[src/rtl/evm_pkg.sv]
package evm_pkg;
  localparam int SRC_W = 3;
  localparam int QS_W  = 4;

  localparam logic [SRC_W-1:0] SRC_REPEAT = 3'b000;
  localparam logic [SRC_W-1:0] SRC_CPU    = 3'b001;
  localparam logic [SRC_W-1:0] SRC_IDLE   = 3'b100;

  // control information kept for one bus cycle
  typedef struct packed {
    logic             act;
    logic             first;
    logic [SRC_W-1:0] src;
    logic [QS_W-1:0]  iq;
    logic             rd;
    logic             word;
    logic             a0;
    logic             fw;
  } cyc_t;
endpackage

[src/rtl/evm_phase.sv]
module evm_phase (
  input  logic clk,
  input  logic rst,
  output logic eclk,
  output logic load_hi,
  output logic load_lo
);
  logic eclk_q;

  always_ff @(posedge clk) begin
    if (rst) eclk_q <= 1'b0;
    else     eclk_q <= ~eclk_q;
  end

  assign eclk    = eclk_q;
  assign load_hi = ~eclk_q;  // next edge opens a bus cycle
  assign load_lo = eclk_q;   // next edge opens the low phase

  p_eclk_fall_r1: assert property (@(posedge clk) disable iff (rst)
    eclk_q |=> !eclk_q);
  p_eclk_rise_r1: assert property (@(posedge clk) disable iff (rst)
    !eclk_q |=> eclk_q);
endmodule

[src/rtl/evm_track.sv]
module evm_track
  import evm_pkg::*;
#(
  parameter int PIN_W = 16
) (
  input  logic             clk,
  input  logic             rst,
  input  logic             load_hi,
  input  logic             fire,
  input  logic             acc_cont,
  input  logic [SRC_W-1:0] acc_src,
  input  logic [PIN_W-1:0] acc_addr,
  input  logic             acc_word,
  input  logic             acc_rd,
  input  logic             acc_fw,
  input  logic [QS_W-1:0]  cpu_qs,
  input  logic [PIN_W-1:0] rd_data,
  output cyc_t             cur,
  output cyc_t             prev,
  output logic [PIN_W-1:0] prev_data,
  output logic [PIN_W-1:0] addr_q
);
  cyc_t             nxt;
  logic [PIN_W-1:0] cur_data;

  always_comb begin
    nxt       = '0;
    nxt.act   = fire;
    nxt.first = fire && !(acc_cont && cur.act);
    nxt.src   = acc_src;
    nxt.iq    = cpu_qs;
    nxt.rd    = acc_rd;
    nxt.word  = acc_word;
    nxt.a0    = acc_addr[0];
    nxt.fw    = acc_fw;
    if (!fire) nxt = '0;
  end

  always_ff @(posedge clk) begin
    if (rst) begin
      cur       <= '0;
      prev      <= '0;
      cur_data  <= '0;
      prev_data <= '0;
      addr_q    <= '0;
    end else if (load_hi) begin
      prev      <= cur;
      prev_data <= cur_data;
      cur       <= nxt;
      if (fire) begin
        cur_data <= rd_data;
        addr_q   <= acc_addr;
      end
    end
  end

  p_first_after_idle_r9: assert property (@(posedge clk) disable iff (rst)
    (load_hi && fire && acc_cont && !cur.act) |=> cur.first);
endmodule

[src/rtl/evm_lanes.sv]
module evm_lanes
  import evm_pkg::*;
#(
  parameter int PIN_W = 16
) (
  input  cyc_t             prev,
  input  logic [PIN_W-1:0] prev_data,
  input  logic [PIN_W-1:0] held,
  output logic             show,
  output logic [PIN_W-1:0] lanes
);
  localparam int LANE_W = PIN_W / 2;

  logic [LANE_W-1:0] d_hi, d_lo;

  assign d_hi = prev_data[PIN_W-1:LANE_W];
  assign d_lo = prev_data[LANE_W-1:0];
  assign show = prev.act && prev.first && prev.rd && (prev.src == SRC_CPU);

  always_comb begin
    unique case ({prev.word, prev.a0})
      2'b10:   lanes = prev_data;
      2'b11:   lanes = {d_lo, d_hi};
      2'b00:   lanes = {d_lo, held[LANE_W-1:0]};
      default: lanes = {held[PIN_W-1:LANE_W], d_lo};
    endcase
  end
endmodule

[src/rtl/evis_mux.sv]
module evis_mux
  import evm_pkg::*;
#(
  parameter int PIN_W = 16
) (
  input  logic             clk,
  input  logic             rst,
  input  logic             acc_valid,
  output logic             acc_ready,
  input  logic             acc_cont,
  input  logic [SRC_W-1:0] acc_src,
  input  logic [PIN_W-1:0] acc_addr,
  input  logic             acc_word,
  input  logic             acc_rd,
  input  logic             acc_fw,
  input  logic [QS_W-1:0]  cpu_qs,
  input  logic [PIN_W-1:0] rd_data,
  output logic             trc_eclk,
  output logic [PIN_W-1:0] trc_pins,
  output logic [SRC_W-1:0] trc_src,
  output logic [QS_W-1:0]  trc_qs,
  output logic             trc_rnw
);
  logic             eclk, load_hi, load_lo, fire, show;
  cyc_t             cur, prev;
  logic [PIN_W-1:0] prev_data, addr_q, lanes;
  logic [PIN_W-1:0] pins_q;
  logic [SRC_W-1:0] src_q;
  logic [QS_W-1:0]  qs_q;
  logic             rnw_q;

  evm_phase u_phase (
    .clk(clk), .rst(rst), .eclk(eclk), .load_hi(load_hi), .load_lo(load_lo)
  );

  assign acc_ready = load_hi;
  assign fire      = acc_valid && load_hi;

  evm_track #(.PIN_W(PIN_W)) u_track (
    .clk(clk), .rst(rst), .load_hi(load_hi), .fire(fire),
    .acc_cont(acc_cont), .acc_src(acc_src), .acc_addr(acc_addr),
    .acc_word(acc_word), .acc_rd(acc_rd), .acc_fw(acc_fw),
    .cpu_qs(cpu_qs), .rd_data(rd_data),
    .cur(cur), .prev(prev), .prev_data(prev_data), .addr_q(addr_q)
  );

  evm_lanes #(.PIN_W(PIN_W)) u_lanes (
    .prev(prev), .prev_data(prev_data), .held(pins_q),
    .show(show), .lanes(lanes)
  );

  always_ff @(posedge clk) begin
    if (rst) begin
      pins_q <= '0;
      src_q  <= SRC_IDLE;
      qs_q   <= '0;
      rnw_q  <= 1'b1;
    end else if (load_hi) begin
      pins_q <= fire ? acc_addr : addr_q;
      rnw_q  <= fire ? (acc_rd || acc_fw) : 1'b1;
    end else if (load_lo) begin
      if (!cur.act)      src_q <= SRC_IDLE;
      else if (cur.first) src_q <= cur.src;
      else               src_q <= SRC_REPEAT;
      qs_q <= (prev.act && prev.first && !prev.fw) ? prev.iq : '0;
      if (show) pins_q <= lanes;
    end
  end

  assign trc_eclk = eclk;
  assign trc_pins = pins_q;
  assign trc_src  = src_q;
  assign trc_qs   = qs_q;
  assign trc_rnw  = rnw_q;

  p_addr_hi_r2: assert property (@(posedge clk) disable iff (rst)
    fire |=> (trc_pins == $past(acc_addr)));
  p_src_hold_r3: assert property (@(posedge clk) disable iff (rst)
    !eclk |=> $stable(trc_src));
  p_src_cont_r3: assert property (@(posedge clk) disable iff (rst)
    (eclk && cur.act && !cur.first) |=> (trc_src == SRC_REPEAT));
  p_qs_quiet_r4: assert property (@(posedge clk) disable iff (rst)
    (eclk && !(prev.act && prev.first)) |=> (trc_qs == '0));
  p_rnw_fw_r7: assert property (@(posedge clk) disable iff (rst)
    (fire && acc_fw) |=> trc_rnw);
  p_no_take_high_r8: assert property (@(posedge clk) disable iff (rst)
    (eclk && acc_valid) |=> $stable(cur));
endmodule

[config.mk]
export PLATFORM = sky130hd
export DESIGN_NAME = evis_mux
export DESIGN_NICKNAME = d
export VERILOG_FILES = /design/src/rtl/evm_pkg.sv /design/src/rtl/evm_phase.sv /design/src/rtl/evm_track.sv /design/src/rtl/evm_lanes.sv /design/src/rtl/evis_mux.sv
export SDC_FILE = /design/constraint.sdc
export NUM_CORES = 1
export LEC_CHECK = 0
export ABC_AREA = 0
export BUFFER_PORTS_ARGS = -buffer_cell sky130_fd_sc_hd__buf_2
export CAP_MARGIN = 20
export CORE_UTILIZATION = 30
export DETAILED_ROUTE_END_ITERATION = 16
export PLACE_DENSITY = 0.52
export SYNTH_ARGS = -nofsm -noshare
export SYNTH_HDL_FRONTEND = slang
export SYNTH_HIERARCHICAL = 1
export SYNTH_SLANG_ARGS = --single-unit
[constraint.sdc]
create_clock -name clk -period 1.48 [get_ports clk]
set_input_delay 0.148 -clock clk [delete_from_list [all_inputs] [get_ports clk]]
set_output_delay 0.148 -clock clk [all_outputs]
set_load 0.05 [all_outputs]
==> flow_metrics.env <==
export IMPL_diodes=0
export IMPL_switching_power_mw=1.71
export IMPL_r2r_slack_ns=-0.04
export IMPL_pwr_share_clk=0.393
export IMPL_cts_max_path_buffers=2
export IMPL_grt_pass1_wl_um=16900
export IMPL_hold_viol=0
export IMPL_avgSynthCellArea_um2=9.20
export IMPL_die_h_um=122
export IMPL_grt_ovfl_total=0
export IMPL_drt_pass1_iterations=4
export IMPL_synth_seq_cells=99
export IMPL_fin_skew_ns=0.00511
export IMPL_detail_route_wl_per_cell_um=14.7
export IMPL_routed_wl_um=10700
export IMPL_place_gp_congestion=0.734
export IMPL_r2r_end="trc_pins[15]"
export IMPL_syn2layout_area_growth_pct=23.4
export IMPL_htree_levels=3
export IMPL_netlist_area_um2=4320
export IMPL_ctsHoldBuffers=0
export IMPL_port_buffers=71
export IMPL_cts_inserted_buffers=9
export IMPL_peakVddDrop_uv=801
export IMPL_final_nets=589
export IMPL_synth_area_top_cells="dfxtp_1, mux2i_1, a21oi_1"
export IMPL_power_mw=6.19
export IMPL_drive_above_1_share=0.250
export IMPL_path_clk_slew_ns=0.07
export IMPL_drtAntennaViolNets=0
export IMPL_synth_top_area_frac=0.458
export IMPL_floorplan_initialDensity=0.309
export IMPL_dieWidth_um=122
export IMPL_crit_path_start="u_track/prev[9]"
export IMPL_p_sw_frac=0.276
export IMPL_syn_inst=470
export IMPL_reg2regPathDepth=6
export IMPL_tritoncts="yes"
export IMPL_via_count=3423
export IMPL_synth_seq_area_share=0.458
export IMPL_pre_cts_ws_ns=-0.0566
export IMPL_drt_first_iter_violations=151
export IMPL_endpoint_kind="flop"
export IMPL_holdWs_ns=0.0212
export IMPL_crit_end="trc_pins[15]"
export IMPL_yosys_warnings=6
export IMPL_seq_power_share=0.464
export IMPL_min_period_ns=1.52
export IMPL_combPwrFrac=0.142
export IMPL_clock_fmax_mhz=660
export IMPL_grt_pass1_vias=3243
export IMPL_setup_tns_final_ns=-0.358
export IMPL_maxCapViolCount=0
export IMPL_die_area_um2=14900
export IMPL_synth_largest_area_cell="dfxtp_1"
export IMPL_cts_root_buffer="clkbuf_16"
export IMPL_syn_nets=516
export IMPL_groute_usage_overall=0.150
export IMPL_critPathKind="reg2reg"
export IMPL_clk_latency_ns=0.35
export IMPL_leakagePower_nw=2.21
export IMPL_rsz0062_at_grt="true"
export IMPL_clock_sinks=99
export IMPL_grt_max_degree=53
export IMPL_coreArea_um2=14000
export IMPL_startpoint_type="flop"
export IMPL_cellPowerDensity_nw_per_um2=1160
export IMPL_synth_distinct_cells=28
export IMPL_grt_antenna_before_repair=0
export IMPL_violations="negative setup slack"
export IMPL_period_share=1.02
export IMPL_arrival_ns=1.76
export IMPL_worst_ep_required_time_ns=1.72
export IMPL_setup_ws_ns=-0.0351
export IMPL_maxSlewHeadroom=0.706
export IMPL_worstMarginPinSlew_ns=0.441
export IMPL_rows=43
export IMPL_hold_path_class="in2reg"
export IMPL_drt_vias_per_instance=4.70
export IMPL_reg2reg_from="u_track/prev[9]"
export IMPL_drc=0
export IMPL_cp_max_fo=6
export IMPL_final_util=0.382
export IMPL_setup_viol=16
export IMPL_dp_hpwl_um=7500
export IMPL_final_common_cell="dfxtp_1"
export IMPL_ioPinCount=72
export IMPL_status="complete, but fails checks"
export IMPL_final_cell_mix="dfxtp_1, mux2i_1, nand2_1"
export IMPL_drv_slew=0
export IMPL_p_int_mw=4.48
-- through the flow --
step,std cells,area (µm²)
after detailed placement,705,4920
final,728,5340
after floorplan,470,4400
after global placement,705,4920
after CTS,728,5320
after global routing,728,5340
-- power groups by stage --
stage / Combinational (mW) / Sequential (mW) / Clock, mW
6_report: 0.881 / 2.87 / 2.43
5_1_grt: 0.958 / 2.89 / 2.63
2_1_floorplan: 0.498 / 3.04 / 0
3_5_place_dp: 0.856 / 2.94 / 0
3_3_place_gp: 0.842 / 2.93 / 0
4_1_cts: 0.890 / 2.88 / 2.52
-- kinds of logic (layout without fill, tap and decap cells) --
kind of cell | after synthesis | count (layout) | synth area share
compound gates | 87 | 87 | 0.119
buf+inv | 39 | 117 | 0.0677
flops | 99 | 99 | 0.458
mux | 85 | 85 | 0.197
simple gates | 160 | 160 | 0.158
-- how the worst min path moves through the flow --
stage	start	endpoint	cells past startpoint
finish	acc_src[1]	u_track/cur[9]	3
global placement	cpu_qs[0]	u_track/cur[4]	3
floorplan	rst	u_phase/eclk	1
global route	acc_src[2]	u_track/cur[10]	3
CTS	acc_src[1]	u_track/cur[9]	3
detailed placement	acc_src[1]	u_track/cur[9]	3
-- cell usage after synthesis (all sizes together) --
cell,number
dfxtp,99
mux2i,85
nand2,73
a21oi,69
nor2,59
buf,34
a22o,16
nor2b,13
clkbuf,4
nand2b,4
nand3,4
and2,2
nand4,2
a211o,1
and3,1
and3b,1
inv,1
nor4bb,1
o2bb2ai,1
-- worst max-delay path, stage by stage (launching register included) --
cell and delay, ns:
dfxtp_2 0.34, nor4bb_4 0.28, and3_4 0.23, a21oi_4 0.06, nor2b_4 0.16, buf_12 0.15, a22o_1 0.20
-- state kept, by name (all words and copies together) (netlist names) --
| name | cells |
|---|---|
| trc_pins | 16 |
| u_track/addr_q | 16 |
| u_track/cur_data | 16 |
| u_track/prev_data | 16 |
| u_track/cur | 13 |
| u_track/prev | 13 |
| trc_qs | 4 |
| trc_src | 3 |
| trc_rnw | 1 |
| u_phase/eclk | 1 |
-- what timing repair did --
item,in CTS,in global routing
pin swaps,18,1
resized for setup,5,4
buffers inserted,6,0
setup endpoints to repair,17,16
cloned,1,0
-- layer usage --
layer  share of wire  up-vias  wire length (µm)  GRT usage
li1                -     1744                 -          -
met1            0.47     1597              4980      0.197
met2            0.47       68              5060      0.237
met3           0.045       14               475     0.0360
met4           0.014        0               153     0.0526
met5               0        -                 0          0
-- final cells by class --
class                   instances  area [µm²]
clock buffers                   9         225
clock inverters                 7        80.1
fillers                      1453        8650
inverters                       1        7.51
multi-input cells             332        2110
flip-flops and latches         99        1990
well taps                     180         225
repair buffers                100         699
Note: power is estimated with default switching activity, not from simulation.
